===== src/rtl/mdet_pkg.sv =====
package mdet_pkg;

    // configuration register addresses
    localparam logic [2:0] ADDR_PIX_THR   = 3'd0;
    localparam logic [2:0] ADDR_DIFF_THR  = 3'd1;
    localparam logic [2:0] ADDR_MB_THR    = 3'd2;
    localparam logic [2:0] ADDR_STILL_THR = 3'd3;
    localparam logic [2:0] ADDR_MODE      = 3'd4;
    localparam logic [2:0] ADDR_MASK_DATA = 3'd5;
    localparam logic [2:0] ADDR_MASK_PCLR = 3'd6;

    localparam int PIX_THR_W   = 6;
    localparam int DIFF_THR_W  = 7;
    localparam int MB_THR_W    = 8;
    localparam int STILL_THR_W = 8;

    typedef struct packed {
        logic [PIX_THR_W-1:0]   pix_thr;
        logic [DIFF_THR_W-1:0]  diff_thr;
        logic [MB_THR_W-1:0]    mb_thr;
        logic [STILL_THR_W-1:0] still_thr;
        logic                   hold_mode;
    } mdet_cfg_t;

    localparam mdet_cfg_t CFG_RESET = '{
        pix_thr:   6'd32,
        diff_thr:  7'd32,
        mb_thr:    8'd5,
        still_thr: 8'd5,
        hold_mode: 1'b0
    };

endpackage


===== src/rtl/mdet_cfg.sv =====
module mdet_cfg
    import mdet_pkg::*;
#(
    parameter int MASK_BYTES = 45
) (
    input  logic                    clk,
    input  logic                    rst_n,
    input  logic                    cfg_we,
    input  logic [2:0]              cfg_addr,
    input  logic [7:0]              cfg_wdata,
    input  logic                    commit,
    output mdet_cfg_t               cfg,
    output logic [MASK_BYTES*8-1:0] mask_active
);

    localparam int MASK_BITS = MASK_BYTES * 8;
    localparam int PTR_W     = (MASK_BYTES > 1) ? $clog2(MASK_BYTES) : 1;

    typedef struct packed {
        mdet_cfg_t             regs;
        logic [MASK_BITS-1:0]  shadow;
        logic [MASK_BITS-1:0]  active;
        logic [PTR_W-1:0]      ptr;
    } cfg_state_t;

    cfg_state_t st_d, st_q;

    always_comb begin
        st_d = st_q;
        if (cfg_we) begin
            case (cfg_addr)
                ADDR_PIX_THR:   st_d.regs.pix_thr   = cfg_wdata[PIX_THR_W-1:0];
                ADDR_DIFF_THR:  st_d.regs.diff_thr  = cfg_wdata[DIFF_THR_W-1:0];
                ADDR_MB_THR:    st_d.regs.mb_thr    = cfg_wdata;
                ADDR_STILL_THR: st_d.regs.still_thr = cfg_wdata;
                ADDR_MODE:      st_d.regs.hold_mode = cfg_wdata[0];
                ADDR_MASK_DATA: begin
                    // bit 7 of the byte becomes the lowest linear group index
                    for (int i = 0; i < 8; i++) begin
                        st_d.shadow[32'(st_q.ptr) * 8 + i] = cfg_wdata[7-i];
                    end
                    if (32'(st_q.ptr) == MASK_BYTES - 1) begin
                        st_d.ptr = '0;
                    end else begin
                        st_d.ptr = st_q.ptr + PTR_W'(1);
                    end
                end
                ADDR_MASK_PCLR: st_d.ptr = '0;
                default: ;
            endcase
        end
        if (commit) begin
            st_d.active = st_d.shadow;
        end
    end

    always_ff @(posedge clk) begin
        if (!rst_n) begin
            st_q.regs   <= CFG_RESET;
            st_q.shadow <= '1;
            st_q.active <= '1;
            st_q.ptr    <= '0;
        end else begin
            st_q <= st_d;
        end
    end

    assign cfg         = st_q.regs;
    assign mask_active = st_q.active;

endmodule


===== src/rtl/mdet_mb_eval.sv =====
module mdet_mb_eval
    import mdet_pkg::*;
#(
    parameter int SAMP_W     = 8,
    parameter int MB_SAMPLES = 256
) (
    input  logic                  clk,
    input  logic                  rst_n,
    input  logic                  smp_valid,
    input  logic [SAMP_W-1:0]     cur_smp,
    input  logic [SAMP_W-1:0]     ref_smp,
    input  logic                  mb_last,
    input  logic                  frame_last,
    input  logic [PIX_THR_W-1:0]  pix_thr,
    input  logic [DIFF_THR_W-1:0] diff_thr,
    output logic                  mb_done,
    output logic                  mb_moving,
    output logic                  frame_end
);

    localparam int CNT_W = $clog2(MB_SAMPLES + 1);

    typedef struct packed {
        logic [CNT_W-1:0] cnt;
        logic             done;
        logic             moving;
        logic             fend;
    } mb_state_t;

    mb_state_t         st_d, st_q;
    logic [SAMP_W-1:0] mag;
    logic              is_diff;
    logic [CNT_W-1:0]  cnt_next;

    always_comb begin
        mag      = (cur_smp >= ref_smp) ? (cur_smp - ref_smp) : (ref_smp - cur_smp);
        is_diff  = int'(mag) > int'(pix_thr);
        cnt_next = st_q.cnt + CNT_W'(is_diff);

        st_d        = st_q;
        st_d.done   = 1'b0;
        st_d.moving = 1'b0;
        st_d.fend   = 1'b0;
        if (smp_valid) begin
            if (mb_last) begin
                st_d.done   = 1'b1;
                st_d.moving = int'(cnt_next) > int'(diff_thr);
                st_d.fend   = frame_last;
                st_d.cnt    = '0;
            end else begin
                st_d.cnt    = cnt_next;
            end
        end
    end

    always_ff @(posedge clk) begin
        if (!rst_n) begin
            st_q <= '0;
        end else begin
            st_q <= st_d;
        end
    end

    assign mb_done   = st_q.done;
    assign mb_moving = st_q.moving;
    assign frame_end = st_q.fend;

endmodule


===== src/rtl/mdet_frame_eval.sv =====
module mdet_frame_eval
    import mdet_pkg::*;
#(
    parameter int MB_COLS        = 45,
    parameter int MB_ROWS        = 30,
    parameter int MASK_BITS      = 360,
    parameter int GROUP_ROW_BITS = 24,
    parameter int COUNT_W        = 11
) (
    input  logic                   clk,
    input  logic                   rst_n,
    input  logic                   mb_done,
    input  logic                   mb_moving,
    input  logic                   frame_end,
    input  logic [MASK_BITS-1:0]   mask_active,
    input  logic [MB_THR_W-1:0]    mb_thr,
    input  logic [STILL_THR_W-1:0] still_thr,
    output logic                   frame_valid,
    output logic                   motion_frame,
    output logic [COUNT_W-1:0]     motion_mb_count,
    output logic                   motionless
);

    localparam int COL_W = (MB_COLS > 1) ? $clog2(MB_COLS) : 1;
    localparam int ROW_W = (MB_ROWS > 1) ? $clog2(MB_ROWS) : 1;
    localparam int IDX_W = $clog2(MASK_BITS);

    typedef struct packed {
        logic [COL_W-1:0]       col;
        logic [ROW_W-1:0]       row;
        logic [COUNT_W-1:0]     acc;
        logic [STILL_THR_W-1:0] still;
        logic [COUNT_W-1:0]     count;
        logic                   motion;
        logic                   motionless;
        logic                   valid;
    } fr_state_t;

    fr_state_t              st_d, st_q;
    logic [31:0]            bit_idx;
    logic                   enabled;
    logic                   hit;
    logic [COUNT_W-1:0]     acc_next;
    logic [STILL_THR_W-1:0] still_next;

    always_comb begin
        bit_idx  = 32'(st_q.row >> 1) * 32'(GROUP_ROW_BITS) + 32'(st_q.col >> 1);
        enabled  = (bit_idx < 32'(MASK_BITS)) ? mask_active[bit_idx[IDX_W-1:0]] : 1'b0;
        hit      = mb_done && mb_moving && enabled;
        acc_next = st_q.acc + COUNT_W'(hit);
        still_next = (st_q.still == '1) ? st_q.still : st_q.still + STILL_THR_W'(1);

        st_d       = st_q;
        st_d.valid = 1'b0;
        if (mb_done) begin
            if (frame_end) begin
                st_d.col    = '0;
                st_d.row    = '0;
                st_d.acc    = '0;
                st_d.valid  = 1'b1;
                st_d.count  = acc_next;
                st_d.motion = int'(acc_next) > int'(mb_thr);
                if (st_d.motion) begin
                    st_d.still      = '0;
                    st_d.motionless = 1'b0;
                end else begin
                    st_d.still      = still_next;
                    st_d.motionless = still_next >= still_thr;
                end
            end else begin
                st_d.acc = acc_next;
                if (32'(st_q.col) == MB_COLS - 1) begin
                    st_d.col = '0;
                    if (32'(st_q.row) != MB_ROWS - 1) begin
                        st_d.row = st_q.row + ROW_W'(1);
                    end
                end else begin
                    st_d.col = st_q.col + COL_W'(1);
                end
            end
        end
    end

    always_ff @(posedge clk) begin
        if (!rst_n) begin
            st_q <= '0;
        end else begin
            st_q <= st_d;
        end
    end

    assign frame_valid     = st_q.valid;
    assign motion_frame    = st_q.motion;
    assign motion_mb_count = st_q.count;
    assign motionless      = st_q.motionless;

endmodule


===== src/rtl/md_motion_detect.sv =====
module md_motion_detect
    import mdet_pkg::*;
#(
    parameter int SAMP_W  = 8,
    parameter int MB_DIM  = 16,
    parameter int MB_COLS = 45,
    parameter int MB_ROWS = 30
) (
    input  logic                                  clk,
    input  logic                                  rst_n,
    input  logic                                  smp_valid,
    input  logic [SAMP_W-1:0]                     cur_smp,
    input  logic [SAMP_W-1:0]                     ref_smp,
    input  logic                                  mb_last,
    input  logic                                  frame_last,
    input  logic                                  cfg_we,
    input  logic [2:0]                            cfg_addr,
    input  logic [7:0]                            cfg_wdata,
    output logic                                  frame_valid,
    output logic                                  motion_frame,
    output logic [$clog2(MB_COLS*MB_ROWS+1)-1:0]  motion_mb_count,
    output logic                                  motionless,
    output logic                                  record_en
);

    localparam int MB_SAMPLES     = MB_DIM * MB_DIM;
    localparam int GROUP_COLS     = (MB_COLS + 1) / 2;
    localparam int GROUP_ROWS     = (MB_ROWS + 1) / 2;
    localparam int BYTES_PER_GROW = (GROUP_COLS + 7) / 8;
    localparam int MASK_BYTES     = GROUP_ROWS * BYTES_PER_GROW;
    localparam int COUNT_W        = $clog2(MB_COLS * MB_ROWS + 1);

    mdet_cfg_t              cfg;
    logic [MASK_BYTES*8-1:0] mask_active;
    logic                   mb_done;
    logic                   mb_moving;
    logic                   frame_end;

    mdet_cfg #(
        .MASK_BYTES (MASK_BYTES)
    ) u_cfg (
        .clk         (clk),
        .rst_n       (rst_n),
        .cfg_we      (cfg_we),
        .cfg_addr    (cfg_addr),
        .cfg_wdata   (cfg_wdata),
        .commit      (frame_end),
        .cfg         (cfg),
        .mask_active (mask_active)
    );

    mdet_mb_eval #(
        .SAMP_W     (SAMP_W),
        .MB_SAMPLES (MB_SAMPLES)
    ) u_mb_eval (
        .clk        (clk),
        .rst_n      (rst_n),
        .smp_valid  (smp_valid),
        .cur_smp    (cur_smp),
        .ref_smp    (ref_smp),
        .mb_last    (mb_last),
        .frame_last (frame_last),
        .pix_thr    (cfg.pix_thr),
        .diff_thr   (cfg.diff_thr),
        .mb_done    (mb_done),
        .mb_moving  (mb_moving),
        .frame_end  (frame_end)
    );

    mdet_frame_eval #(
        .MB_COLS        (MB_COLS),
        .MB_ROWS        (MB_ROWS),
        .MASK_BITS      (MASK_BYTES * 8),
        .GROUP_ROW_BITS (BYTES_PER_GROW * 8),
        .COUNT_W        (COUNT_W)
    ) u_frame_eval (
        .clk             (clk),
        .rst_n           (rst_n),
        .mb_done         (mb_done),
        .mb_moving       (mb_moving),
        .frame_end       (frame_end),
        .mask_active     (mask_active),
        .mb_thr          (cfg.mb_thr),
        .still_thr       (cfg.still_thr),
        .frame_valid     (frame_valid),
        .motion_frame    (motion_frame),
        .motion_mb_count (motion_mb_count),
        .motionless      (motionless)
    );

    assign record_en = !(cfg.hold_mode && motionless);

endmodule


===== config.mk =====
export PLATFORM = sky130hd
export DESIGN_NAME = md_motion_detect
export DESIGN_NICKNAME = d
export VERILOG_FILES = /design/src/rtl/mdet_pkg.sv /design/src/rtl/mdet_cfg.sv /design/src/rtl/mdet_mb_eval.sv /design/src/rtl/mdet_frame_eval.sv /design/src/rtl/md_motion_detect.sv
export SDC_FILE = /design/constraint.sdc
export NUM_CORES = 2
export LEC_CHECK = 0
export BUFFER_PORTS_ARGS = -buffer_cell sky130_fd_sc_hd__buf_2
export CORE_MARGIN = 4
export CORE_UTILIZATION = 24
export DETAILED_ROUTE_END_ITERATION = 10
export GPL_ROUTABILITY_DRIVEN = 0
export PLACE_DENSITY = 0.35
export SYNTH_ARGS = -nofsm -noshare
export SYNTH_HDL_FRONTEND = slang
export SYNTH_SLANG_ARGS = --single-unit
export TNS_END_PERCENT = 5

===== constraint.sdc =====
create_clock -name clk -period 11.9 [get_ports clk]
set_input_delay 0 -clock clk [delete_from_list [all_inputs] [get_ports clk]]
set_output_delay 0 -clock clk [all_outputs]
set_load 0.01 [all_outputs]

==> run summary <==
status: finished clean
Via density: 4.40
Power Dens Cells: 151 nW/um^2
core area: 142000 um^2
Top Family by Delay on Critical Path: simple AND/OR/NAND/NOR gates
DP Worst Slack: 4.92 ns
Final Cycle Share: 58.3%
cell area after synthesis: 34200 um^2
setup_tns: 0 ns
share of the synthesized area in the top cell type: 47.6%
P&R area growth vs syn: 14.9%
CP dominant cell by count: ha_1
WL per Instance: 18.1 um
vias in the first global route: 24.2k
Crit. End Element: flop
CTS tree: built
layout cell share with drive strength beyond 1: 9.76%
CP Max Fanout: 12
Max VDD drop: 0.0993 mV
final hold violation count: 0
CP Class: flop to flop
skew final: 0.0262 ns
register area: 16300 um^2
hpwl dp: 61600 um
CP Data Required Time: 12.53 ns
Antenna Nets Post-Route: 0
most common cell after layout, fill and taps aside: nand2_1
die area: 149000 um^2
initial core utilization: 24.1%
PnR worst setup slack: 4.97 ns
post-synthesis average cell area: 9.02 um^2
Total GRT Usage: 13.7%
Hold Crit Class: input pin to flop
post-cts resize count: 0
final count of pins violating max slew: 0
filler cell count: 15.2k
sequential share of the synthesized area: 47.6%
CP cell instances: ha_1, fa_1, buf_4, nor2b_1, a22oi_1, and3_1, a31oi_1, nand4_1, o211a_1, nand4bb_1, o21ai_1, ha_1, ha_1, nand3_2, nor3_4, xnor2_1, ha_1, a21o_1, a21oi_1, o211ai_2, or3_1, nor2_1, a22o_1
most frequent cells in the layout: nand2_1, dfxtp_1, mux2i_1, o21ai_0, clkbuf_16
# setup viols final: 0
post-route minimum period: 6.93 ns
max cap viols: 0
row cnt: 138
CTS Buf Count: 96
Final Util: 27.8%
die width: 385 um
Post-synth EDFFs: 0
flops & latches, synth: 812
Max clock buf depth: 3
Mapped Cells: 3790
leakage power: 14.3 nW
Syn. warnings: 0
fin nets: 3801
Final Instance Area: 39300 um^2
Root Buffer: clkbuf_16
drt first pass iters: 5
placed cell count: 5473
syn nets: 3888
Final Non-Filler Cells: 5670
worst skew pair latency: 0.69 ns
footprint of the multi-input gates: 16500 um^2
CP max stage cell: nor2b_1
Congestion Overflow GR: 0
largest net degree at the start of global routing: 234
initial antenna violation count: 3
Slew @ Worst Pin: 1.11 ns
DR iter-0 viols: 1485
IO buf count: 47
Reg clk slew, reported paths: 0.06 ns
RSZ-0062 raised after global routing: no
largest area contributor in the netlist: dfxtp_1
Startpoint Class: flop
headroom to the max-slew limit: 25.8%
top cells by area, synth: dfxtp_1, nand2_1, mux2i_1
asr flop ratio synth: 0%
Chip Height: 385 um
Post-route DRC: 0
achievable frequency: 0.144 GHz
Worst EP arrival: 7.56 ns
Critical Path Max Stage Delay: 0.87 ns
Placed Instance Area: 35900 um^2
Top Ports: 48
Crit path buffers/inverters: 1
DRT Wirelength: 103000 um
Vias: 24.9k
ys flop type: dfxtp_1
Yosys cell types: 76
H-tree depth: 3
clock sink total: 812
first-pass GRT wire length: 157000 um
[worst register-to-register path, stage by stage (launching register included)]
cell,delay [ns]
dfxtp_1,0.42
ha_1,0.30
fa_1,0.71
buf_4,0.32
nor2b_1,0.88
a22oi_1,0.23
and3_1,0.25
a31oi_1,0.16
nand4_1,0.11
o211a_1,0.20
nand4bb_1,0.19
o21ai_1,0.25
ha_1,0.27
ha_1,0.26
nand3_2,0.14
nor3_4,0.23
xnor2_1,0.21
ha_1,0.30
a21o_1,0.16
a21oi_1,0.19
o211ai_2,0.13
or3_1,0.41
nor2_1,0.37
a22o_1,0.19
[kinds of logic (layout without fill, tap and decap cells)]
family                   after synthesis  count (layout)  share of synthesized area (%)
flip-flops                           812             812                           47.6
buffers and inverters                355             344                           4.32
XOR/XNOR                              38              38                          0.996
other                                  0               1                              0
adder cells (fa/ha/maj)               65              65                           2.47
multiplexers                         485             485                           17.5
AO/OA/AOI/OAI                        570             570                           9.57
AND/OR/NAND/NOR                     1465            1465                           17.6
[cell type report]
type	count	share of cell area (%)
antenna	1	0.00637
inverter	71	0.678
clock buffer	147	7.37
clock inverter	27	0.723
sequential	812	41.4
tap	1890	6.02
timing repair buffer	99	1.90
multi-input combinational	2623	41.9
[power by group]
group	total (W)	leakage, nW	internal [W]	switching, W
Combinational	0.000221	6.18	0.0000597	0.000161
Clock	0.00298	1.58	0.00178	0.00120
Sequential	0.00273	6.57	0.00272	0.00000551
Total	0.00592	14.3	0.00456	0.00137
[final timing paths]
check / from / end / slack [ns] / cells past startpoint
worst max register to register: u_frame_eval.st_q[35] / u_frame_eval.motionless / 4.97 / 23
worst max-delay path: u_frame_eval.st_q[35] / u_frame_eval.motionless / 4.97 / 23
worst min register to register: u_frame_eval.motion_mb_count[8] / u_frame_eval.motion_mb_count[8] / 0.46 / 2
worst min-delay path: ref_smp[6] / u_mb_eval.st_q[3] / 0.21 / 8
[cell usage after synthesis (all sizes together) (10+ instances only)]
library cell     n
mux2i          390
o211ai          10
nor2b           41
nand2         1204
buf             86
nand4           10
nand2b          13
mux4            89
a22oi           14
o21ai          389
a21boi          22
o21a            19
nor3            17
inv             70
xor2            15
clkbuf         198
a21o            12
nand3           38
a21oi           31
and2            20
o22ai           14
dfxtp          812
xnor2           23
ha              61
and3            14
nor2            80
[what timing repair did]
item                      CTS  global route
hold endpoints to repair  314             0
buffers inserted            0             0
hold buffers               22             0
[flip-flops by register name, indices dropped and copies added (netlist names)]
register / cells
u_mb_eval.mb_done: 1
u_mb_eval.frame_end: 1
u_cfg.mask_active: 360
u_frame_eval.frame_valid: 1
u_frame_eval.motion_frame: 1
u_mb_eval.st_q: 9
u_cfg.cfg: 30
u_frame_eval.st_q: 30
u_cfg.st_q: 366
u_frame_eval.motionless: 1
u_frame_eval.motion_mb_count: 11
u_mb_eval.mb_moving: 1
[through the flow]
step	total power [W]	hold slack (ns)
floorplan	0.00293	0.122
global placement	0.00301	0.216
detailed placement	0.00301	0.224
CTS	0.00606	0.135
global route	0.00617	0.257
finish	0.00592	0.207
[per-layer routing]
layer	share of wire (%)	vias to the layer above	global-route usage, %
li1	-	12571	-
met1	51	11927	19.8
met2	44	335	21.4
met3	3.6	105	2.01
met4	1.5	0	3.11
met5	0	-	0
No activity file was read; power rests on OpenSTA's default activity.
